[config.mk]
export PLATFORM = sky130hd
export DESIGN_NAME = sgpm_master
export DESIGN_NICKNAME = d
export VERILOG_FILES = /design/src/rtl/sgpm_pkg.sv /design/src/rtl/sgpm_clkgen.sv /design/src/rtl/sgpm_frame.sv /design/src/rtl/sgpm_regs.sv /design/src/rtl/sgpm_master.sv
export SDC_FILE = /design/constraint.sdc
export NUM_CORES = 1
export LEC_CHECK = 0
export ABC_AREA = 0
export BUFFER_PORTS_ARGS = -buffer_cell sky130_fd_sc_hd__buf_2
export CAP_MARGIN = 25
export CORE_MARGIN = 3
export CORE_UTILIZATION = 45
export DETAILED_ROUTE_END_ITERATION = 16
export GPL_ROUTABILITY_DRIVEN = 1
export GPL_TIMING_DRIVEN = 0
export PLACE_DENSITY_LB_ADDON = 0.25
export REMOVE_ABC_BUFFERS = 1
export SETUP_SLACK_MARGIN = 0.2
export SKIP_CTS_REPAIR_TIMING = 1
export SYNTH_ARGS = -nofsm -noshare
export SYNTH_HDL_FRONTEND = slang
export SYNTH_SLANG_ARGS = --single-unit
[constraint.sdc]
create_clock -name clk -period 14.2 [get_ports clk]
set_input_delay 0.71 -clock clk [delete_from_list [all_inputs] [get_ports clk]]
set_output_delay 0.71 -clock clk [all_outputs]
set_load 0.01 [all_outputs]
[src/rtl/sgpm_pkg.sv]
package sgpm_pkg;
  localparam logic [7:0] CTRL_OFF  = 8'h54;
  localparam int         EN_BIT    = 0;
  localparam int         PCNT_LSB  = 6;
  localparam int         DIV_LSB   = 16;
  localparam int         BANK_BITS = 32;

  // Offset of the data register for a bank of 32 pin positions
  function automatic logic [7:0] data_off(input int bank);
    case (bank)
      0:       data_off = 8'h00;
      1:       data_off = 8'h1C;
      2:       data_off = 8'h38;
      default: data_off = 8'h90;
    endcase
  endfunction

  // Offset of the output readback register for a bank
  function automatic logic [7:0] rb_off(input int bank);
    rb_off = 8'h70 + 8'(bank * 4);
  endfunction
endpackage

[src/rtl/sgpm_clkgen.sv]
module sgpm_clkgen #(
  parameter int DIV_W = 16
) (
  input  logic             clk,
  input  logic             rst_n,
  input  logic             en,
  input  logic [DIV_W-1:0] div,
  output logic             ser_clk,
  output logic             tick_rise,
  output logic             tick_fall
);
  logic [DIV_W-1:0] cnt_q;
  logic             phase_q;
  logic             half_done;

  // >= keeps a shrinking divider from stalling the current half period
  assign half_done = en && (cnt_q >= div);
  assign tick_rise = half_done && !phase_q;
  assign tick_fall = half_done && phase_q;
  assign ser_clk   = phase_q;

  always_ff @(posedge clk or negedge rst_n) begin
    if (!rst_n) begin
      cnt_q   <= '0;
      phase_q <= 1'b0;
    end else if (!en) begin
      cnt_q   <= '0;
      phase_q <= 1'b0;
    end else if (half_done) begin
      cnt_q   <= '0;
      phase_q <= ~phase_q;
    end else begin
      cnt_q   <= cnt_q + 1'b1;
    end
  end
endmodule

[src/rtl/sgpm_frame.sv]
module sgpm_frame #(
  parameter int MAX_PINS = 128,
  parameter int SLOT_W   = $clog2(MAX_PINS + 1)
) (
  input  logic                clk,
  input  logic                rst_n,
  input  logic                run,
  input  logic [SLOT_W-1:0]   npins,
  input  logic                tick_rise,
  input  logic                tick_fall,
  input  logic [MAX_PINS-1:0] out_latch,
  input  logic                ser_din,
  output logic                clk_en,
  output logic                ser_load,
  output logic                ser_dout,
  output logic [MAX_PINS-1:0] in_image
);
  localparam int IDX_W = $clog2(MAX_PINS);

  logic [SLOT_W-1:0]   slot_q, slot_nxt;
  logic [MAX_PINS-1:0] samp_q;
  logic [MAX_PINS-1:0] lane_mask;
  logic                active_q;
  logic                load_q, dout_q;
  logic                frame_end;
  logic [IDX_W-1:0]    cur_idx, nxt_idx;

  // The serial clock starts one cycle after the load strobe, so the strobe
  // is settled before the first rising edge reaches the chain.
  assign clk_en    = run && active_q;
  assign frame_end = tick_fall && (slot_q >= npins);
  assign cur_idx   = IDX_W'(slot_q - SLOT_W'(1));
  assign nxt_idx   = IDX_W'(slot_nxt - SLOT_W'(1));
  assign ser_load  = load_q;
  assign ser_dout  = dout_q;

  always_comb begin
    slot_nxt = slot_q;
    if (!run)           slot_nxt = '0;
    else if (frame_end) slot_nxt = '0;
    else if (tick_fall) slot_nxt = slot_q + 1'b1;
  end

  always_comb begin
    for (int i = 0; i < MAX_PINS; i++) lane_mask[i] = (SLOT_W'(i) < npins);
  end

  always_ff @(posedge clk or negedge rst_n) begin
    if (!rst_n) begin
      slot_q   <= '0;
      active_q <= 1'b0;
      load_q   <= 1'b0;
      dout_q   <= 1'b0;
      samp_q   <= '0;
      in_image <= '0;
    end else begin
      slot_q   <= slot_nxt;
      active_q <= run;
      load_q   <= run && (slot_nxt == '0);
      if (!run)
        dout_q <= 1'b0;
      else if (tick_fall)
        dout_q <= (slot_nxt != '0) ? out_latch[nxt_idx] : 1'b0;
      if (run && tick_rise && (slot_q != '0))
        samp_q[cur_idx] <= ser_din;
      if (run && frame_end && (slot_q != '0))
        in_image <= samp_q & lane_mask;
    end
  end
endmodule

[src/rtl/sgpm_regs.sv]
module sgpm_regs
  import sgpm_pkg::*;
#(
  parameter int MAX_PINS = 128,
  parameter int PCNT_W   = 5,
  parameter int DIV_W    = 16,
  parameter int NBANK    = (MAX_PINS + BANK_BITS - 1) / BANK_BITS
) (
  input  logic                clk,
  input  logic                rst_n,
  input  logic                bus_sel,
  input  logic                bus_wr,
  input  logic [7:0]          bus_addr,
  input  logic [31:0]         bus_wdata,
  output logic [31:0]         bus_rdata,
  input  logic [MAX_PINS-1:0] in_image,
  output logic                ctrl_en,
  output logic [PCNT_W-1:0]   ctrl_pcnt,
  output logic [DIV_W-1:0]    ctrl_div,
  output logic [MAX_PINS-1:0] out_latch
);
  localparam int PAD_W = NBANK * BANK_BITS;

  logic [PAD_W-1:0] image_pad, latch_pad;
  logic [31:0]      rd_val;

  always_comb begin
    image_pad = '0;
    latch_pad = '0;
    image_pad[MAX_PINS-1:0] = in_image;
    latch_pad[MAX_PINS-1:0] = out_latch;
  end

  always_comb begin
    rd_val = '0;
    if (bus_addr == CTRL_OFF) begin
      rd_val[EN_BIT]               = ctrl_en;
      rd_val[PCNT_LSB +: PCNT_W]   = ctrl_pcnt;
      rd_val[DIV_LSB +: DIV_W]     = ctrl_div;
    end
    for (int b = 0; b < NBANK; b++) begin
      if (bus_addr == data_off(b)) rd_val = image_pad[b*BANK_BITS +: BANK_BITS];
      if (bus_addr == rb_off(b))   rd_val = latch_pad[b*BANK_BITS +: BANK_BITS];
    end
  end

  always_ff @(posedge clk or negedge rst_n) begin
    if (!rst_n) begin
      ctrl_en   <= 1'b0;
      ctrl_pcnt <= '0;
      ctrl_div  <= '0;
      out_latch <= '0;
      bus_rdata <= '0;
    end else begin
      bus_rdata <= (bus_sel && !bus_wr) ? rd_val : '0;
      if (bus_sel && bus_wr) begin
        if (bus_addr == CTRL_OFF) begin
          ctrl_en   <= bus_wdata[EN_BIT];
          ctrl_pcnt <= bus_wdata[PCNT_LSB +: PCNT_W];
          ctrl_div  <= bus_wdata[DIV_LSB +: DIV_W];
        end
        for (int i = 0; i < MAX_PINS; i++)
          if (bus_addr == data_off(i / BANK_BITS))
            out_latch[i] <= bus_wdata[i % BANK_BITS];
      end
    end
  end
endmodule

[src/rtl/sgpm_master.sv]
module sgpm_master
  import sgpm_pkg::*;
#(
  parameter int MAX_PINS = 128,
  parameter int PCNT_W   = 5,
  parameter int DIV_W    = 16
) (
  input  logic        clk,
  input  logic        rst_n,
  input  logic        bus_sel,
  input  logic        bus_wr,
  input  logic [7:0]  bus_addr,
  input  logic [31:0] bus_wdata,
  output logic [31:0] bus_rdata,
  output logic        ser_clk,
  output logic        ser_load,
  output logic        ser_dout,
  input  logic        ser_din
);
  localparam int SLOT_W  = $clog2(MAX_PINS + 1);
  localparam int MAX_GRP = MAX_PINS / 8;

  logic                ctrl_en;
  logic [PCNT_W-1:0]   ctrl_pcnt, groups;
  logic [DIV_W-1:0]    ctrl_div;
  logic [MAX_PINS-1:0] out_latch, in_image;
  logic [SLOT_W-1:0]   npins;
  logic                run, clk_en, tick_rise, tick_fall;

  // Over-range counts saturate at the largest supported chain
  assign groups = (ctrl_pcnt > PCNT_W'(MAX_GRP)) ? PCNT_W'(MAX_GRP) : ctrl_pcnt;
  assign npins  = SLOT_W'({groups, 3'b000});
  assign run    = ctrl_en && (groups != '0);

  sgpm_regs #(
    .MAX_PINS(MAX_PINS), .PCNT_W(PCNT_W), .DIV_W(DIV_W)
  ) u_regs (
    .clk(clk), .rst_n(rst_n),
    .bus_sel(bus_sel), .bus_wr(bus_wr), .bus_addr(bus_addr),
    .bus_wdata(bus_wdata), .bus_rdata(bus_rdata),
    .in_image(in_image),
    .ctrl_en(ctrl_en), .ctrl_pcnt(ctrl_pcnt), .ctrl_div(ctrl_div),
    .out_latch(out_latch)
  );

  sgpm_clkgen #(.DIV_W(DIV_W)) u_clkgen (
    .clk(clk), .rst_n(rst_n), .en(clk_en), .div(ctrl_div),
    .ser_clk(ser_clk), .tick_rise(tick_rise), .tick_fall(tick_fall)
  );

  sgpm_frame #(.MAX_PINS(MAX_PINS), .SLOT_W(SLOT_W)) u_frame (
    .clk(clk), .rst_n(rst_n), .run(run), .npins(npins),
    .tick_rise(tick_rise), .tick_fall(tick_fall),
    .out_latch(out_latch), .ser_din(ser_din),
    .clk_en(clk_en), .ser_load(ser_load), .ser_dout(ser_dout),
    .in_image(in_image)
  );
endmodule

==> results.txt, run 1 <==
----------------------------------------------------
[Outcome]
  Outcome ... finished clean

[Synth]
  Average footprint of a synthesized cell ... 11.0 sq um
  Post-Synthesis Cell Area ... 21800 sq um
  Number of enable-type register cells in the synthesized netlist ... 0
  Proportion of register bits with asynchronous set or reset after synthesis ... 1.00
  Synth area leaders ... sky130_fd_sc_hd__dfrtp_1 53%, sky130_fd_sc_hd__mux2_2 14%, sky130_fd_sc_hd__nand2_1 7.6%
  Yosys cell types ... 66
  Sequential fraction of the synthesis area ... 0.534
  Top cell type's share of synthesized area ... 0.534
  Gate count of the mapped netlist ... 1990
  Top_reg_cell synth ... sky130_fd_sc_hd__dfrtp_1
  Count of state elements after synthesis ... 466
  Synth area leader ... sky130_fd_sc_hd__dfrtp_1
  Total of warnings raised by yosys ... 0

[Final layout]
  Highest-count cells in the layout ignoring fill and taps ... 466 x sky130_fd_sc_hd__dfrtp_1, 440 x sky130_fd_sc_hd__nand2_1, 266 x sky130_fd_sc_hd__mux2_2
  Area growth from synthesis to layout ... 14.2%
  Ratio of cells with drive above 1 in the final layout ... 0.259
  Number of nets in the finished design ... 2099
  Most common library cell in the layout ignoring fill and taps ... sky130_fd_sc_hd__dfrtp_1
  FILL cells ... 4215

[STA]
  Period utilization ... 0.453
  Setup repair after global routing missed its margin ... false
  Tmin final ... 6.44 ns
  Slew margin rel. ... 0.273
  Fin Setup TNS ... 0 ns
  Final setup skew ... 0.0178 ns
  Worst-margin pin slew ... 1.08 ns
  Final setup violating endpoints ... 0
  Final number of max-transition violations ... 0
  Peak Freq ... 155 MHz
  Final setup margin ... 7.76 ns
  Number of hold violations in the final report ... 0

[Setup path]
  Critical Path Stages ... 15
  Critical path launch point type ... register
  R2r endpoint ... u_frame.ser_dout
  Max FO, Critical Path ... 32
  Nature of the critical path endpoint ... register
  Critical Path Max Stage Delay ... 0.86 ns
  Register-to-Register Setup Slack ... 7.76 ns
  Critical Path Slowest Stage Cell ... sky130_fd_sc_hd__dfrtp_1
  Critical path capture point ... u_frame.ser_dout
  Worst reg-to-reg path cell count ... 15
  Beginning of the worst register-to-register path ... u_regs.ctrl_pcnt[4]
  Critical path, cell by cell ... or4_1, or2_1, nand2_8, inv_4, and3_4, o31ai_4, nor3_1, a31o_4, inv_4, ha_2, buf_16, mux4_2, a2111oi_0, a2111oi_2, o221a_1
  Largest delay contributor family on the critical path ... compound AO/OA/AOI/OAI gates
  Critical path data required time ... 14.69 ns
  Number of buffers and inverters on the critical path ... 3
  Launch point of the worst path ... u_regs.ctrl_pcnt[4]
  Most frequent CP cell ... sky130_fd_sc_hd__inv_4
  Worst Path Arrival ... 6.92 ns
  Worst setup path category ... register to register

[GRT]
  Tot GR Track Use ... 0.248
  Antenna violations before repair ... 4
  Global-route wire length before repair ... 96800 microns
  Remaining global-route overflow ... 0
  Largest net degree at the start of global routing ... 126
  Number of global-route vias before repair ... 15900

[CTS]
  Buffer levels on the longest clock path ... 3
  Clock tree from TritonCTS ... yes
  Clock slew seen by the registers of the worst setup and hold paths ... 0.06 ns
  Clock tree root driver cell ... sky130_fd_sc_hd__clkbuf_16
  Clock buffers created by TritonCTS ... 50
  TritonCTS Sinks ... 466
  Number of levels the H-tree was split into ... 2
  Worst-skew pair later-pin latency ... 0.60 ns

[Die]
  Number of placement rows ... 80
  Full die area ... 51200 sq um
  Area of the core region ... 47800 sq um
  Horizontal extent of the die ... 226 microns
  Die Height ... 226 microns
  Count of boundary I/O pins ... 80
  Starting density of the core ... 0.456

[Power]
  Total power density per cell area ... 112 nW/um^2
  Worst supply voltage drop on vdd ... 0.0000954 V
  Standby leakage power ... 0.0113 uW

[Detailed routing]
  DR iter-0 viols ... 1545
  Via count ... 15900
  Detail-routed via count per cell ... 5.93
  Routed wire length ... 62200 microns
  Drt drc ... 0
  Antenna Nets Post-Route ... 0
  First-pass iteration count of the detailed router ... 6
  Avg WL per Cell ... 23.2 microns

[Placed design]
  Dpl ws ... 7.81 ns
  Port bufs ... 79
  Global placement routability congestion ... 0.858
  Total half-perimeter wirelength after legalization and detailed placement ... 41900 microns

[Flow run]
  Max-capacitance violation count ... 0

[Min path]
  Hold crit path type ... input port to asynchronous set/reset pin

----------------------------------------------------
-- flip-flops by register name, summed over array words and instances (netlist names), 5 cells and up --
signal / count
u_regs.bus_rdata: 32
u_regs.out_latch: 128
u_regs.ctrl_div: 16
u_frame.in_image: 128
u_clkgen.cnt_q: 16
u_frame.slot_q: 8
u_frame.samp_q: 128
u_regs.ctrl_pcnt: 5
-- stage by stage --
stage	cells	hold slack (ns)	total power (uW)	instance area [sq um]	util
detailed placement	2590	0.465	1520	23200	0.485
global route	2683	0.146	2900	24900	0.521
finish	2684	0.0900	2800	24900	0.521
floorplan	1855	0.414	1450	21300	-
CTS	2681	0.109	2830	24900	0.520
global placement	2549	0.459	1510	22400	0.469
-- logic make-up after synthesis --
kind of cell,after synthesis,synth area share
and+or+nand+nor,623,0.120
DFF,466,0.534
AOI/OAI and AO/OA,362,0.109
muxes,322,0.180
buffers and inverters,167,0.0316
xor gates and xnor gates,25,0.0100
adders and majority gates,25,0.0143
-- per-layer routing --
layer / global-route usage / wire, microns
met3: 0.0429 / 4550
met1: 0.353 / 27200
met4: 0.0780 / 1520
met2: 0.391 / 28800
met5: 0 / 41
-- synth_stat cells, types with 2 or more instances --
master                      number
sky130_fd_sc_hd__a21oi_1        21
sky130_fd_sc_hd__or2_2           2
sky130_fd_sc_hd__or3_1           2
sky130_fd_sc_hd__a22oi_1        54
sky130_fd_sc_hd__clkbuf_1      120
sky130_fd_sc_hd__buf_2           3
sky130_fd_sc_hd__o21ai_0       173
sky130_fd_sc_hd__inv_4           2
sky130_fd_sc_hd__or4_1           2
sky130_fd_sc_hd__a21o_1          5
sky130_fd_sc_hd__nor2_1         61
sky130_fd_sc_hd__nand4_1         7
sky130_fd_sc_hd__nand2_1       441
sky130_fd_sc_hd__inv_1          30
sky130_fd_sc_hd__mux2_2        266
sky130_fd_sc_hd__buf_4           2
sky130_fd_sc_hd__nor3_1         13
sky130_fd_sc_hd__mux4_2         30
sky130_fd_sc_hd__xnor2_1        11
sky130_fd_sc_hd__and3_1         15
sky130_fd_sc_hd__xor2_1         14
sky130_fd_sc_hd__nand3_1        41
sky130_fd_sc_hd__dfrtp_1       466
sky130_fd_sc_hd__and2_1          5
sky130_fd_sc_hd__o21ai_1         3
sky130_fd_sc_hd__nor4_1          5
sky130_fd_sc_hd__a22o_1         12
sky130_fd_sc_hd__a31oi_1        26
sky130_fd_sc_hd__ha_1           25
sky130_fd_sc_hd__nor3b_1         3
sky130_fd_sc_hd__nand2b_1        9
sky130_fd_sc_hd__a221oi_1       12
sky130_fd_sc_hd__nor4b_1         2
sky130_fd_sc_hd__a222oi_1       30
sky130_fd_sc_hd__buf_1           5
sky130_fd_sc_hd__nor2b_1         6
sky130_fd_sc_hd__buf_6           4
sky130_fd_sc_hd__mux2i_1        26
sky130_fd_sc_hd__o21a_1          4
sky130_fd_sc_hd__a2111oi_2       2
sky130_fd_sc_hd__o211ai_1        4
sky130_fd_sc_hd__or2_1           2
-- power by group --
| group | switching (uW) | leakage [uW] | total (uW) | internal (uW) |
|---|---|---|---|---|
| Combinational | 72.7 | 0.00437 | 116 | 42.9 |
| Sequential | 21.2 | 0.00612 | 1380 | 1360 |
| Clock | 529 | 0.000820 | 1310 | 776 |
-- how the worst min path moves through the flow --
stage	start	to	slack [ns]	depth (start not counted)
3_5_place_dp	u_frame.in_image[87]	u_frame.in_image[87]	0.46	2
3_3_place_gp	u_frame.in_image[89]	u_frame.in_image[89]	0.46	2
5_1_grt	rst_n	u_regs.bus_rdata[27]	0.15	1
4_1_cts	rst_n	u_frame.ser_dout	0.11	1
6_report	rst_n	u_regs.bus_rdata[27]	0.09	1
2_1_floorplan	rst_n	u_clkgen.cnt_q[0]	0.41	0
-- layout make-up --
cell class	instances	area, sq um	area share
Sequential cell	466	11700	0.468
Clock buffer	84	1590	0.0639
Clock inverter	7	67.6	0.00271
Inverter	32	125	0.00502
Multi-Input combinational cell	1357	9590	0.385
Tap cell	615	769	0.0309
Antenna cell	1	2.50	0.000100
Timing Repair Buffer	122	1100	0.0442
(Power assumes the default switching activity.)
==> run 2: changes to the inputs <==
==> constraint.sdc (replaced) <==
create_clock -name clk -period 5.6 [get_ports clk]
set_input_delay 0.28 -clock clk [delete_from_list [all_inputs] [get_ports clk]]
set_output_delay 0.28 -clock clk [all_outputs]
set_load 0.01 [all_outputs]
==> run 2 against run 1 <==
The flow now finishes with violations (negative hold slack). Global-route usage did not move. Clock skew rose by 0.0034 ns. Clock power rose to 2.5 times the previous value. Hold slack got worse by 0.12 ns. First-iteration DRC count rose by 8.2%. Clock-buffer cell count did not move. Wire length rose by 1.2%. Combinational power rose to 2.6 times the previous value. Largest power group unchanged.
==> results.txt, run 2 (same netlist as run 1, synthesis figures left out) <==
----------------------------------------------------
[Final layout]
  Area growth from synthesis to layout ... 15.3%
  Ratio of cells with drive above 1 in the final layout ... 0.261 (+0.00228)
  Number of nets in the finished design ... 2123 (+1.1%)
  FILL cells ... 4200 (-0.36%)
  Highest-count cells in the layout ignoring fill and taps ... 465 x sky130_fd_sc_hd__dfrtp_1, 440 x sky130_fd_sc_hd__nand2_1, 266 x sky130_fd_sc_hd__mux2_2
  Area of combinational cells with multiple inputs ... 9610 sq um (+0.25%)
  Register area ... 11700 sq um (about the same)
  Largest registers ... u_frame.in_image (128), u_frame.samp_q (128), u_regs.out_latch (128)
  Post-Layout Cell Count ... 2708 (+0.89%)
  Most common library cell in the layout ignoring fill and taps ... sky130_fd_sc_hd__dfrtp_1

[Outcome]
  Outcome ... finished with violations
  Failing checks ... negative hold slack

[CTS]
  Clock tree from TritonCTS ... yes
  Clock tree root driver cell ... sky130_fd_sc_hd__clkbuf_16
  Worst-skew pair later-pin latency ... 0.60 ns (about the same)
  Clock buffers created by TritonCTS ... 50 (unchanged)
  TritonCTS Sinks ... 466 (unchanged)
  Number of levels the H-tree was split into ... 2 (unchanged)
  Buffer levels on the longest clock path ... 3 (unchanged)
  Clock slew seen by the registers of the worst setup and hold paths ... 0.06 ns (about the same)

[STA]
  Worst-margin pin slew ... 1.10 ns (+0.0159 ns)
  Peak Freq ... 198 MHz (+27%)
  Final number of max-transition violations ... 0 (unchanged)
  Final setup violating endpoints ... 0 (unchanged)
  Setup repair after global routing missed its margin ... false
  Final worst hold slack ... -0.0287 ns (-0.119 ns)
  Tmin final ... 5.06 ns (-1.38 ns)
  Slew margin rel. ... 0.262 (-0.0107)
  Period utilization ... 0.903 (+0.450)
  Final setup margin ... 0.544 ns (-7.22 ns)
  Number of hold violations in the final report ... 8 (+8)
  Final setup skew ... 0.0212 ns (+0.00342 ns)

[Setup path]
  Critical path launch point type ... register
  Worst Path Arrival ... 5.55 ns (-1.37 ns)
  Nature of the critical path endpoint ... register
  Max FO, Critical Path ... 16 (-50%)
  Critical path data required time ... 6.09 ns (-8.60 ns)
  Worst setup path category ... register to register

[GRT]
  Tot GR Track Use ... 0.248 (unchanged)
  Largest net degree at the start of global routing ... 126 (unchanged)
  Global-route wire length before repair ... 96800 microns (unchanged)
  Antenna violations before repair ... 3 (-1)
  Number of global-route vias before repair ... 15900 (unchanged)
  Remaining global-route overflow ... 0 (unchanged)

[Flow run]
  Max-capacitance violation count ... 0 (unchanged)

[Power]
  Standby leakage power ... 0.0114 uW (+1.0%)
  Total power density per cell area ... 283 nW/um^2 (+150%)
  Share of power burned in combinational logic ... 0.043 (+0.002)
  Share of power burned in registers ... 0.492 (about the same)
  Worst supply voltage drop on vdd ... 0.000242 V (+150%)
  Share of power burned in the clock network ... 0.466 (about the same)
  Internal Power ... 5530 uW (+150%)
  Net switching power ... 1590 uW (+150%)
  Switching power share of the total ... 0.223 (+0.000579)

[Detailed routing]
  DR iter-0 viols ... 1672 (+8.2%)
  Antenna Nets Post-Route ... 0 (unchanged)
  Detail-routed via count per cell ... 5.92 (about the same)
  Avg WL per Cell ... 23.2 microns (+0.27%)
  Drt drc ... 0 (unchanged)
  Routed wire length ... 62900 microns (+1.2%)
  Via count ... 16000 (+0.80%)
  First-pass iteration count of the detailed router ... 9 (+3)

[Placed design]
  Global placement routability congestion ... 0.858 (unchanged)
  Cell count after placement ... 2590 (unchanged)
  Total half-perimeter wirelength after legalization and detailed placement ... 41900 microns (unchanged)
  Dpl ws ... -0.792 ns (-8.60 ns)
  Port bufs ... 79 (unchanged)

[Die]
  Horizontal extent of the die ... 226 microns (unchanged)
  Count of boundary I/O pins ... 80 (unchanged)
  Die Height ... 226 microns (unchanged)
  Area of the core region ... 47800 sq um (unchanged)
  Starting density of the core ... 0.456 (unchanged)
  Full die area ... 51200 sq um (unchanged)
  Number of placement rows ... 80 (unchanged)

[Min path]
  Hold crit path type ... input port to register

----------------------------------------------------
run 2: cell count changes in the layout (fill, tap and decap cells not counted), sizes merged:
cell	previous run	this run
dlygate4sd3	0	16
buf	122	129
a31o	2	3
run 2: per-stage QoR:
step | util | instance area, sq um | total power, uW | setup TNS (ns)
after global routing | 0.526 | 25200 | 7360 | 0
after detailed placement | 0.485 | 23200 | 3860 | -0.792
after floorplan | - | 21300 | 3660 | -128.47
final | 0.526 | 25200 | 7120 | 0
after global placement | 0.469 | 22400 | 3830 | -3710.34
after CTS | 0.520 | 24900 | 7170 | -0.789
run 2: cell type report:
class                   count  share of cell area
flip-flops and latches    466               0.464
multi-input cells        1358               0.382
inverters                  32             0.00497
clock inverters             7             0.00269
clock buffers              84              0.0632
repair buffers            145              0.0527
well taps                 615              0.0306
diodes                      1           0.0000995
run 2: routing by layer:
| layer | GRT usage | routed length, microns | vias to the layer above |
|---|---|---|---|
| li1 | - | - | 7193 |
| met1 | 0.353 | 27700 | 8127 |
| met2 | 0.391 | 29100 | 595 |
| met3 | 0.0429 | 4480 | 113 |
| met4 | 0.0780 | 1590 | 4 |
| met5 | 0 | 27 | - |
run 2: worst max-delay path: stages, from the launching register on:
cell and delay [ns]:
sky130_fd_sc_hd__dfrtp_1 0.53, sky130_fd_sc_hd__or4_4 0.70, sky130_fd_sc_hd__or2_2 0.49, sky130_fd_sc_hd__nand2_8 0.16, sky130_fd_sc_hd__inv_4 0.06, sky130_fd_sc_hd__and3_4 0.19
sky130_fd_sc_hd__o31ai_4 0.14, sky130_fd_sc_hd__mux2i_1 0.25, sky130_fd_sc_hd__or2_1 0.33, sky130_fd_sc_hd__ha_4 0.32, sky130_fd_sc_hd__buf_16 0.18, sky130_fd_sc_hd__mux4_2 0.57
sky130_fd_sc_hd__a2111oi_1 0.63, sky130_fd_sc_hd__a2111oi_2 0.12, sky130_fd_sc_hd__o221a_1 0.27
run 2: worst paths after layout:
check                      slack, ns                   end  cells after the start            startpoint
hold / removal                 -0.03   u_regs.ctrl_div[10]                      3         bus_wdata[26]
min in group asynchronous       0.26  u_regs.bus_rdata[27]                      2                 rst_n
max in group asynchronous       3.58   u_frame.samp_q[109]                      5                 rst_n
setup reg to reg                0.54      u_frame.ser_dout                     14   u_regs.ctrl_pcnt[1]
hold reg to reg                 0.47  u_frame.in_image[88]                      2  u_frame.in_image[88]
setup / recovery                0.54      u_frame.ser_dout                     14   u_regs.ctrl_pcnt[1]
run 2: power by group through the flow:
stage	sequential, uW	clock [uW]	combinational (uW)
after floorplan	3540	0	123
after global placement	3560	0	270
after detailed placement	3560	0	297
after CTS	3500	3370	298
after global routing	3510	3510	339
final	3500	3310	303
